--- config.mk ---
export PLATFORM = sky130hd
export DESIGN_NAME = sync_prot
export DESIGN_NICKNAME = d
export VERILOG_FILES = /design/src/rtl/sync_prot_pkg.sv /design/src/rtl/sync_prot_tol.sv /design/src/rtl/sync_prot_guard.sv /design/src/rtl/sync_prot.sv
export SDC_FILE = /design/constraint.sdc
export NUM_CORES = 1
export LEC_CHECK = 0
export BUFFER_PORTS_ARGS = -buffer_cell sky130_fd_sc_hd__buf_2
export CAP_MARGIN = 20
export CORE_AREA = 2 2 80 82
export DETAILED_ROUTE_END_ITERATION = 6
export DIE_AREA = 0 0 82 84
export PLACE_DENSITY = 0.75
export SLEW_MARGIN = 40
export SYNTH_ARGS = -nofsm -noshare
export SYNTH_HDL_FRONTEND = slang
export SYNTH_SLANG_ARGS = --single-unit
export TNS_END_PERCENT = 5
--- constraint.sdc ---
create_clock -name clk -period 0.95 [get_ports clk]
set_input_delay 0.0475 -clock clk [delete_from_list [all_inputs] [get_ports clk]]
set_output_delay 0.0475 -clock clk [all_outputs]
set_load 0.01 [all_outputs]
--- src/rtl/sync_prot_pkg.sv ---
package sync_prot_pkg;
  localparam int PROT_W = 4;
  localparam int RUN_W  = PROT_W + 1;

  typedef logic [PROT_W-1:0] prot_field_t;
  typedef logic [RUN_W-1:0]  run_t;

  // A field holds the run length minus one, so zero means one event.
  function automatic run_t prot_count(input prot_field_t f);
    return run_t'(f) + run_t'(1);
  endfunction
endpackage

--- src/rtl/sync_prot_tol.sv ---
module sync_prot_tol #(
  parameter int ERR_W = 5,
  parameter int TOL_W = 4
) (
  input  logic [ERR_W-1:0] err_i,
  input  logic [TOL_W-1:0] tol_acq_i,
  input  logic [TOL_W-1:0] tol_keep_i,
  output logic             ok_acq_o,
  output logic             ok_keep_o
);
  localparam int CMP_W = (ERR_W > TOL_W) ? ERR_W : TOL_W;

  logic [CMP_W-1:0] err_x, acq_x, keep_x;

  always_comb begin
    err_x     = CMP_W'(err_i);
    acq_x     = CMP_W'(tol_acq_i);
    keep_x    = CMP_W'(tol_keep_i);
    ok_acq_o  = (err_x <= acq_x);
    ok_keep_o = (err_x <= keep_x);
  end
endmodule

--- src/rtl/sync_prot_guard.sv ---
module sync_prot_guard
  import sync_prot_pkg::*;
#(
  parameter int PERIOD = 272,
  localparam int POS_W = (PERIOD > 1) ? $clog2(PERIOD) : 1
) (
  input  logic             clk,
  input  logic             rst_n,
  input  logic             clr_i,
  input  logic             step_i,
  input  logic             hit_acq_i,
  input  logic             hit_keep_i,
  input  prot_field_t      acq_m1_i,
  input  prot_field_t      keep_m1_i,
  output logic             lock_o,
  output logic             lock_next_o,
  output logic             wrap_o,
  output logic [POS_W-1:0] pos_o
);
  localparam logic [POS_W-1:0] LAST = POS_W'(PERIOD - 1);

  logic [POS_W-1:0] pos_q, pos_d, pos_adv;
  run_t             run_q, run_d, run_inc;
  logic             lock_q, lock_d;
  logic             at_slot;

  always_comb begin
    at_slot = step_i && (pos_q == LAST);
    pos_adv = at_slot ? '0 : pos_q + 1'b1;
    run_inc = run_q + 1'b1;
    pos_d   = pos_q;
    run_d   = run_q;
    lock_d  = lock_q;
    if (clr_i) begin
      pos_d  = '0;
      run_d  = '0;
      lock_d = 1'b0;
    end else if (step_i) begin
      pos_d = pos_adv;
      if (!lock_q) begin
        if (hit_acq_i) begin
          if (at_slot && (run_q != '0)) begin
            run_d = run_inc;
          end else begin
            run_d = run_t'(1);
            pos_d = '0;
          end
          if (run_d == prot_count(acq_m1_i)) begin
            lock_d = 1'b1;
            run_d  = '0;
          end
        end else if (at_slot) begin
          run_d = '0;
        end
      end else if (at_slot) begin
        if (hit_keep_i) begin
          run_d = '0;
        end else begin
          run_d = run_inc;
          if (run_d == prot_count(keep_m1_i)) begin
            lock_d = 1'b0;
            run_d  = '0;
          end
        end
      end
    end
  end

  always_ff @(posedge clk or negedge rst_n) begin
    if (!rst_n) begin
      pos_q  <= '0;
      run_q  <= '0;
      lock_q <= 1'b0;
    end else if (step_i || clr_i) begin
      pos_q  <= pos_d;
      run_q  <= run_d;
      lock_q <= lock_d;
    end
  end

  assign lock_o      = lock_q;
  assign lock_next_o = lock_d;
  assign wrap_o      = step_i && !clr_i && (pos_d == '0);
  assign pos_o       = pos_q;
endmodule

--- src/rtl/sync_prot.sv ---
module sync_prot
  import sync_prot_pkg::*;
#(
  parameter int BLK_BITS = 272,
  parameter int FRM_BLKS = 272,
  parameter int ERR_W    = 5,
  localparam int BIT_W   = $clog2(BLK_BITS),
  localparam int NUM_W   = $clog2(FRM_BLKS)
) (
  input  logic             clk,
  input  logic             rst_n,
  input  logic             bit_en_i,
  input  logic             sync_det_i,
  input  logic [ERR_W-1:0] sync_err_i,
  input  logic             frame_mark_i,
  input  logic [3:0]       tol_acq_i,
  input  logic [3:0]       tol_keep_i,
  input  logic [3:0]       blk_acq_m1_i,
  input  logic [3:0]       blk_keep_m1_i,
  input  logic [3:0]       frm_acq_m1_i,
  input  logic [3:0]       frm_keep_m1_i,
  output logic             blk_lock_o,
  output logic             frm_lock_o,
  output logic             blk_start_o,
  output logic             frm_start_o,
  output logic [BIT_W-1:0] bit_pos_o,
  output logic [NUM_W-1:0] blk_num_o
);
  logic rst_meta, rst_sync;
  logic ok_acq, ok_keep, det_step;
  logic blk_hit_acq, blk_hit_keep, blk_accept;
  logic blk_lock, blk_lock_nx, blk_wrap, blk_mark;
  logic frm_lock, frm_lock_nx, frm_wrap, frm_mark, frm_hit, frm_clr;
  logic blk_start_q, frm_start_q;

  // Reset asserts at once and releases two edges later.
  always_ff @(posedge clk or negedge rst_n) begin
    if (!rst_n) begin
      rst_meta <= 1'b0;
      rst_sync <= 1'b0;
    end else begin
      rst_meta <= 1'b1;
      rst_sync <= rst_meta;
    end
  end

  sync_prot_tol #(.ERR_W(ERR_W), .TOL_W(PROT_W)) u_tol (
    .err_i      (sync_err_i),
    .tol_acq_i  (tol_acq_i),
    .tol_keep_i (tol_keep_i),
    .ok_acq_o   (ok_acq),
    .ok_keep_o  (ok_keep)
  );

  always_comb begin
    det_step     = bit_en_i && sync_det_i;
    blk_hit_acq  = det_step && ok_acq;
    blk_hit_keep = det_step && ok_keep;
    blk_accept   = blk_lock ? blk_hit_keep : blk_hit_acq;
  end

  sync_prot_guard #(.PERIOD(BLK_BITS)) u_blk (
    .clk         (clk),
    .rst_n       (rst_sync),
    .clr_i       (1'b0),
    .step_i      (bit_en_i),
    .hit_acq_i   (blk_hit_acq),
    .hit_keep_i  (blk_hit_keep),
    .acq_m1_i    (blk_acq_m1_i),
    .keep_m1_i   (blk_keep_m1_i),
    .lock_o      (blk_lock),
    .lock_next_o (blk_lock_nx),
    .wrap_o      (blk_wrap),
    .pos_o       (bit_pos_o)
  );

  always_comb begin
    blk_mark = blk_wrap && blk_lock_nx;
    frm_clr  = !blk_lock_nx;
    frm_hit  = blk_mark && blk_accept && frame_mark_i;
  end

  sync_prot_guard #(.PERIOD(FRM_BLKS)) u_frm (
    .clk         (clk),
    .rst_n       (rst_sync),
    .clr_i       (frm_clr),
    .step_i      (blk_mark),
    .hit_acq_i   (frm_hit),
    .hit_keep_i  (frm_hit),
    .acq_m1_i    (frm_acq_m1_i),
    .keep_m1_i   (frm_keep_m1_i),
    .lock_o      (frm_lock),
    .lock_next_o (frm_lock_nx),
    .wrap_o      (frm_wrap),
    .pos_o       (blk_num_o)
  );

  assign frm_mark = frm_wrap && frm_lock_nx;

  always_ff @(posedge clk or negedge rst_sync) begin
    if (!rst_sync) begin
      blk_start_q <= 1'b0;
      frm_start_q <= 1'b0;
    end else begin
      blk_start_q <= blk_mark;
      frm_start_q <= frm_mark;
    end
  end

  assign blk_lock_o  = blk_lock;
  assign frm_lock_o  = frm_lock;
  assign blk_start_o = blk_start_q;
  assign frm_start_o = frm_start_q;
endmodule

# After elaboration in Yosys (flattened, before gate mapping)
# Cells that the tools add are included.
# Widths: inputs -> output; s select.
# word_totals
regBits	34
in_bits	34
output_inout_bits	22
# classes
add_sub_neg	8
order_cmp	2
n_eq_ne	10
muxes	52
n_reduce_logical	23
# op_table
op	count
$mux 5	25
$mux 9	11
$add 4x1->5 const B	4
$eq 5x5->1	4
$add 9x1->9 const B	2
$eq 9x9->1 const B	2
$logic_not 9->1	2
$mux 1	16
$logic_and 1x1->1	14
$add 5x1->5 const B	2
$le 5x4->1	2
$reduce_bool 5->1	2
$reduce_and 4->1	1
$ne 3x1->1 const B	1
$ne 3x3->1 const B	1
$reduce_and 3->1	1
$ne 2x1->1 const B	1
$ne 2x2->1 const B	1
$reduce_bool 2->1	1
$logic_not 1->1	1
$logic_or 1x1->1	1

# Longest topological paths before layout
# Gate-level depths: netlist of the first run.
# logic_depth
ltp_word	27
mapped_depth	12
ltp_nobuf	11

# Cells and area by module
# From an unflattened synthesis of the first run, not the netlist that was laid out.
# unflattened
cells_unflattened	349
area_unflattened_um2	2972.9
# modules_own_cells
mod	instances	cells_per_inst	area_each_um2	seq_area_each_um2
sync_prot_guard at u_frm	1	155	1321.3	375.4
sync_prot_guard at u_blk	1	150	1265.0	375.4
sync_prot_tol	1	29	221.5	0.0
sync_prot	1	15	165.2	100.1

# Worst setup path before layout of the first run
# Ideal clock, no wire load.
# synth_timing
kind	reg2reg
from	register u_blk.pos_q[0], in the netlist u_blk.pos_o[0]
to	register frm_start_q, in the netlist frm_start_o
setup_time_ps	126
arrival_time_ps	2748
required_ps	824
slack_ps	-1923
stages_incl_launch_ff	10
n_path_buf	0
synth_period_minus_slack_ps	2873
path_cell_list	dfrtp_1 ha_1 and3_1 or3_1 a221oi_1 a211oi_1 or3b_1 or4_1 a21oi_1 nor4bb_1
# synth_between
elab_chain_len	27
elab_cells_between_ends	49
# synth_lines
item	line	source
start: declaration	sync_prot_guard.sv:22	logic [POS_W-1:0] pos_q, pos_d, pos_adv;
start signal: assignment	sync_prot_guard.sv:75	pos_q <= pos_d;
$eq 9x9->1	sync_prot_guard.sv:28	at_slot = step_i && (pos_q == LAST);
$logic_and 1x1->1	sync_prot_guard.sv:28	
$logic_and 1x1->1	sync_prot_guard.sv:42	if (at_slot && (run_q != '0)) begin
$mux 5	sync_prot_guard.sv:42	
$mux 5	sync_prot_guard.sv:41	if (hit_acq_i) begin
$mux 5	sync_prot_guard.sv:40	if (!lock_q) begin
$mux 5	sync_prot_guard.sv:38	end else if (step_i) begin
$eq 5x5->1	sync_prot_guard.sv:48	if (run_d == prot_count(acq_m1_i)) begin
[12 not listed]	-	
$eq 5x5->1	sync_prot_guard.sv:48	
$mux 1	sync_prot_guard.sv:48	
$mux 1	sync_prot_guard.sv:41	
$mux 1	sync_prot_guard.sv:40	
$mux 1	sync_prot_guard.sv:38	
$mux 1	sync_prot_guard.sv:34	if (clr_i) begin
$logic_and 1x1->1 *	sync_prot.sv:98	assign frm_mark = frm_wrap && frm_lock_nx;
net frm_mark	sync_prot.sv:33	logic frm_lock, frm_lock_nx, frm_wrap, frm_mark, frm_hit, frm_clr;
end signal: assignment	sync_prot.sv:106	frm_start_q <= frm_mark;
end: declaration	sync_prot.sv:34	logic blk_start_q, frm_start_q;
# The timed path passes the listed nets; every way through them passes the cells marked *. The select of a mux whose other input is x is not followed.
# A chain may end at the register's enable or synchronous reset.

# Worst setup path after layout of the first run
# layout_timing
from	register u_blk.run_q[0]
to	register u_frm.run_q[2]
# layout_between
elab_chain_len	25
elab_cells_between_ends	46
# layout_lines
item	line	source
start: declaration	sync_prot_guard.sv:23	run_t run_q, run_d, run_inc;
start signal: assignment	sync_prot_guard.sv:76	run_q <= run_d;
branches (longest 25 deep; another with $add 5x1->5)	-	
end signal: assignment	sync_prot_guard.sv:76	
end: declaration	sync_prot_guard.sv:23	
# Parallel ways; which one is timed is not known. The select of a mux whose other input is x is not followed.

==> flow_metrics.py, run 1 <==
metrics = {
    "layout": {
        "drive_gt1_share_pct": 43.59,
        "postLayoutCoreUtil_pct": 76.72,
        "diodes": 0,
        "final_common_cell": "buf_4",
        "syn2layout_area_growth_pct": 58.19,
        "fin_nets": 574,
        "multi_input_area_um2": 2173,
        "fin_cells": 600,
        "final_cell_mix": "buf_4 (83), buf_6 (46), nand2_1 (40), buf_2 (35), dfrtp_1 (30)",
        "n_fill_cell": 399,
        "final-seq-area_um2": 855.8,
        "fin_area_um2": 4677,
    },
    "placement": {
        "detailed_place_hpwl_um": 6778,
        "numPortBuffers": 55,
        "pre_cts_ws_ns": -1.888,
        "place_congestion": 0.9411,
        "dp.cells": 586,
        "placed_cell_area_um2": 4141,
    },
    "drt": {
        "num_vias": 3406,
        "met2_length_um": 4915,
        "antenna_left": 0,
        "via_per_inst": 5.677,
        "drc": 0,
        "drt-initial-drc-count": 157,
        "wl_per_cell_um": 15.45,
        "routed_wl_um": 9271,
        "drtPass1Iterations": 5,
        "drt-met1-wl_um": 3618,
        "dr.max_layer_used": "met4",
        "wl_met3_um": 456,
    },
    "sta": {
        "setup_viol": 52,
        "timing.final.crit_share_pct": 312.0,
        "skew_ns": 0.008650,
        "period_minus_slack_ns": 2.964,
        "drv_slew": 0,
        "max_freq_ghz": 0.3373,
        "rsz0062_at_grt": "yes",
        "timing_hold_violations_final": 0,
        "worstMarginPinSlew_ns": 0.5350,
        "max-slew-margin-rel_pct": 64.20,
        "fin_ws_ns": -2.014,
    },
    "clocking": {
        "cts.sinks": 34,
        "clock_latency_ns": 0.30,
        "clockBufferDepth": 2,
        "numCtsBuffers": 5,
        "clkTransAtPathRegs_ns": 0.08,
        "cts_tree": "built",
        "cts_max_level": 2,
        "root_buffer": "clkbuf_8",
    },
    "logic_synthesis": {
        "synth_area_um2": 2957,
        "synth.net_count": 411,
        "synth_edf_count": 0,
        "syn_area_per_cell_um2": 8.236,
        "syn_inst": 359,
        "yosys_warnings": 0,
        "synth_ff_type": "dfrtp_1",
        "yosysUniqueCellTypes": 69,
        "yosysSeqAreaShare_pct": 28.78,
        "synth-async-reset-ratio_pct": 100.0,
        "ys_ff_latch": 34,
    },
    "worst_setup_path": {
        "r2r_end": "u_frm.run_q[2]",
        "endpoint": "u_frm.run_q[2]",
        "cp_common_cell": "nor4_4",
        "slowest_stage": "or4b_4",
        "crit_cells": 12,
        "endpoint_kind": "register",
        "r2r_setup_slack_ns": -2.01,
        "cp.buffers_inverters": 2,
        "critical-path-top-delay-family": "simple AND/OR/NAND/NOR gates",
        "arrival_ns": 3.13,
        "rr_startpoint": "u_blk.run_q[0]",
        "crit_required_ns": 1.12,
        "crit_fanout": 7,
        "critPathLaunch": "u_blk.run_q[0]",
        "crit_chain": "inv_2 > ha_4 > or4b_4 > and4_4 > a21oi_1 > nand4b_1 > nor4_4 > buf_4 > o21ai_4 > nor4_4 > a211oi_1 > mux2i_1",
        "cp_slowest_stage_delay_ns": 0.49,
        "worst_setup_path_start_kind": "register",
        "setup.worst_path.class": "reg2reg",
        "r2r_cells": 12,
    },
    "global_routing": {
        "antenna_found_initial": 0,
        "grt_max_degree": 33,
        "grt_pass1_wl_um": 15030,
        "grt_pass1_vias": 3494,
        "grt-ovfl-total": 0,
        "grtUsageTotal_pct": 27.34,
    },
    "power": {
        "p_leak_uw": 0.002187,
        "ir_drop_v": 0.001238,
        "power_density_nw_per_um2": 1264,
    },
    "floorplanning": {
        "dieArea_um2": 6888,
        "ios": 56,
        "fp.dieW_um": 82,
        "core_um2": 6096,
        "fp.dieH_um": 84,
        "start_util_pct": 48.50,
        "row_count": 29,
    },
    "run_status": {
        "violations": "setup timing",
        "outcome": "complete, but fails checks",
    },
    "hold_path": {
        "worstHoldPathType": "in2async",
    },
    "run": {
        "maxCapViolCount": 0,
    },
}
## registers in the layout (all words and copies together), names as in the netlist
register	flops
u_blk.run_q	5
u_blk.lock_o	1
u_frm.run_q	5
u_frm.pos_o	9
u_frm.lock_o	1
blk_start_o	1
u_blk.pos_o	9
rst_meta	1
rst_sync	1
frm_start_o	1
## worst min path at each step
stage	start	end	slack, ns	depth (start not counted)
after floorplan	rst_n	rst_meta	-0.25	0
after global placement	rst_n	rst_sync	-0.17	1
after detailed placement	rst_n	rst_meta	-0.16	1
after CTS	rst_n	rst_meta	0.05	2
after global routing	rst_n	rst_meta	0.06	2
final	rst_n	rst_meta	0.06	2
## layout make-up
cell class / count / share of cell area, %
clock buffers: 8 / 2.354
inverters: 20 / 1.605
multi-input cells: 294 / 46.47
flip-flops and latches: 34 / 18.30
well taps: 77 / 2.060
repair buffers: 167 / 29.21
## cells in the mapped netlist, types with 5 or more instances
library cell | instances | area, um^2
nand2_1 | 40 | 150.1
inv_1 | 20 | 75.07
nor2_1 | 31 | 116.4
xor2_1 | 15 | 131.4
xnor2_1 | 18 | 157.7
o21ai_0 | 24 | 120.1
nand3_1 | 27 | 135.1
dfrtp_1 | 34 | 850.8
nor3_1 | 8 | 40.04
and3_1 | 8 | 50.05
ha_1 | 18 | 225.2
a21oi_1 | 15 | 75.07
o31ai_1 | 5 | 37.54
clkbuf_1 | 9 | 33.78
## logic make-up (layout without fill, tap and decap cells)
kind of cell    Yosys count  count (layout)  synth area share, %
compound gates           80              80                18.41
simple gates            156             156                29.20
mux                       6               6                2.116
other cells               1               1               0.1268
buf+inv                  31             195                3.978
fa+ha+maj                18              18                7.618
xor+xnor                 33              33                9.776
flops                    34              34                28.78
## where the power goes
part | total (uW) | internal (uW) | switching [uW]
Combinational | 2800 | 1540 | 1270
Clock | 1300 | 733 | 571
Sequential | 1810 | 1620 | 190
Total | 5910 | 3880 | 2030
## through the flow
stage,total power (uW),TNS [ns],hold slack (ns)
after CTS,5701,-48.85,0.04552
final,5913,-52.18,0.05653
after floorplan,2932,-45.63,-0.2481
after detailed placement,4041,-49.71,-0.1642
after global routing,6281,-55.55,0.05702
after global placement,3948,-47.26,-0.1671
## repair_timing
item	4_1_cts	5_1_grt
hold endpoints to repair	2	0
setup endpoints to repair	52	52
setup buffers	2	3
resized for setup	58	25
pin swaps	16	8
hold buffers	1	0
## metal layers
layer	up-vias	global-route usage [%]
li1	1627	-
met1	1624	31.96
met2	121	50.11
met3	34	4.113
met4	0	7.879
met5	-	0
No activity file was read; power rests on OpenSTA's default activity.
==> run 2, diff against run 1 <==
CORE_AREA = 2 2 76 78   (was 2 2 80 82)
DIE_AREA = 0 0 78 80   (was 0 0 82 84)
PLACE_DENSITY = 0.79   (was 0.75)
clock period = 2.76 ns   (was 0.95 ns; I/O delays follow)
==> run 2 against run 1 <==
Effect of this change:
- the run still ends with setup timing left
- count of clock-buffer cells in the layout fell by 1
- fmax rose by 0.27%
- worst hold slack improved by 0.092 ns
- combinational power fell by 75%
==> flow_metrics.py, run 2 (same netlist as run 1, synthesis figures left out) <==
metrics = {
    "run_status": {
        "outcome": "complete, but fails checks",
        "violations": "setup timing",
    },
    "worst_setup_path": {
        "setup.worst_path.class": "reg2reg",
        "cp_common_cell": "nor4_4",
        "critical-path-top-delay-family": "simple AND/OR/NAND/NOR gates",
        "crit_fanout": 7,
        "worst_setup_path_start_kind": "register",
        "slowest_stage": "or4b_4",
        "endpoint_kind": "register",
        "cp.buffers_inverters": 1,
        "cp_slowest_stage_delay_ns": 0.50,
        "arrival_ns": 3.17,
        "crit_chain": "inv_2 > ha_1 > or4b_4 > nand4_4 > nor2_1 > o32a_1 > nor4_4 > o21ai_4 > nor4_4 > o21ai_0 > mux2i_1",
        "crit_required_ns": 2.97,
        "r2r_setup_slack_ns": -0.20,
    },
    "drt": {
        "via_per_inst": 5.798,
        "drtPass1Iterations": 4,
        "routed_wl_um": 8188,
        "num_vias": 3067,
        "wl_per_cell_um": 15.48,
        "drt-initial-drc-count": 183,
        "drc": 0,
        "antenna_left": 0,
    },
    "power": {
        "p_leak_uw": 0.001796,
        "power_density_nw_per_um2": 445.3,
        "ir_drop_v": 0.0003115,
    },
    "floorplanning": {
        "dieArea_um2": 6240,
        "ios": 56,
        "fp.dieH_um": 80,
        "start_util_pct": 54.70,
        "fp.dieW_um": 78,
        "core_um2": 5405,
        "row_count": 27,
    },
    "clocking": {
        "clkTransAtPathRegs_ns": 0.08,
        "root_buffer": "clkbuf_8",
        "numCtsBuffers": 5,
        "cts.sinks": 34,
        "cts_max_level": 2,
        "cts_tree": "built",
        "clockBufferDepth": 2,
        "clock_latency_ns": 0.30,
    },
    "global_routing": {
        "grt-ovfl-total": 0,
        "grt_max_degree": 25,
        "grt_pass1_vias": 3052,
        "grt_pass1_wl_um": 13640,
        "grtUsageTotal_pct": 27.41,
        "antenna_found_initial": 0,
    },
    "layout": {
        "fin_cells": 529,
        "diodes": 0,
        "fin_area_um2": 3845,
        "drive_gt1_share_pct": 32.60,
        "fin_nets": 508,
        "final_common_cell": "buf_2",
        "final_cell_mix": "buf_2 (55), buf_4 (44), nand2_1 (40), dfrtp_1 (32), nand3_1 (27)",
        "final-seq-area_um2": 853.3,
        "multi_input_area_um2": 2108,
        "syn2layout_area_growth_pct": 30.05,
        "n_fill_cell": 433,
    },
    "sta": {
        "setup_viol": 12,
        "period_minus_slack_ns": 2.957,
        "max-slew-margin-rel_pct": 43.88,
        "rsz0062_at_grt": "yes",
        "fin_ws_ns": -0.1965,
        "timing.final.crit_share_pct": 107.1,
        "timing_hold_violations_final": 0,
        "drv_slew": 0,
        "setup_tns_ns": -1.317,
        "skew_ns": 0.008262,
        "holdWs_ns": 0.1482,
        "worstMarginPinSlew_ns": 0.8388,
        "max_freq_ghz": 0.3382,
    },
    "placement": {
        "dp.cells": 520,
        "placed_cell_area_um2": 3633,
        "detailed_place_hpwl_um": 6124,
        "pre_cts_ws_ns": -0.1709,
        "numPortBuffers": 55,
        "place_congestion": 0.8898,
    },
    "run": {
        "maxCapViolCount": 0,
    },
    "hold_path": {
        "worstHoldPathType": "in2async",
    },
}
-- run 2: changes by cell type in the layout (fill, tap and decap cells not counted), moves of 3 or more --
cell,change
buf_4,-39
buf_6,-45
ha_1,+3
buf_2,+20
ha_4,-3
-- run 2: worst paths after layout --
path / startpoint / to / cells after the start
max in group asynchronous: rst_sync / u_blk.pos_o[5] / 1
min in group clk: bit_en_i / u_blk.pos_o[6] / 3
worst max register to register: u_blk.run_q[0] / u_frm.run_q[2] / 11
worst min-delay path: rst_n / rst_meta / 2
worst min register to register: rst_sync / u_frm.run_q[3] / 0
worst max-delay path: u_blk.run_q[0] / u_frm.run_q[2] / 11
-- run 2: power by group --
part	internal (uW)	leakage [uW]	switching, uW
clock network	201	0.0000482	193
registers	554	0.000453	66.2
logic	331	0.00129	367
-- run 2: metrics by stage --
step | utilization, % | total power, uW
5_1_grt | 71.13 | 1817
2_1_floorplan | - | 990.6
4_1_cts | 69.56 | 1695
3_3_place_gp | 67.20 | 1256
3_5_place_dp | 67.22 | 1288
6_report | 71.13 | 1712
-- run 2: final cells by class --
type                    instances  area share (%)
repair buffers                101           16.30
flip-flops and latches         34           22.19
clock inverters                 1          0.1302
well taps                      72           2.343
inverters                      20           1.952
multi-input cells             294           54.83
clock buffers                   7           2.245
-- run 2: worst register-to-register path: stages (launching register included) --
cell and delay, ns:
dfrtp_1 0.41, inv_2 0.07, ha_1 0.14, or4b_4 0.50
nand4_4 0.15, nor2_1 0.06, o32a_1 0.35, nor4_4 0.46
o21ai_4 0.17, nor4_4 0.28, o21ai_0 0.14, mux2i_1 0.14
-- run 2: routing by layer --
metal | global-route usage [%] | routed length (um) | up-vias
met5 | 0 | 0 | -
met1 | 30.50 | 3298 | 1446
met4 | 12.98 | 245 | 0
met2 | 50.43 | 4271 | 100
met3 | 4.977 | 372 | 30
li1 | - | - | 1491
-- run 2: repair_timing --
item,CTS,global route
pin swaps,4,10
resized for setup,10,20
buffers inserted,0,0
hold buffers,1,0
hold endpoints to repair,2,0
endpoints found under the setup margin,15,19
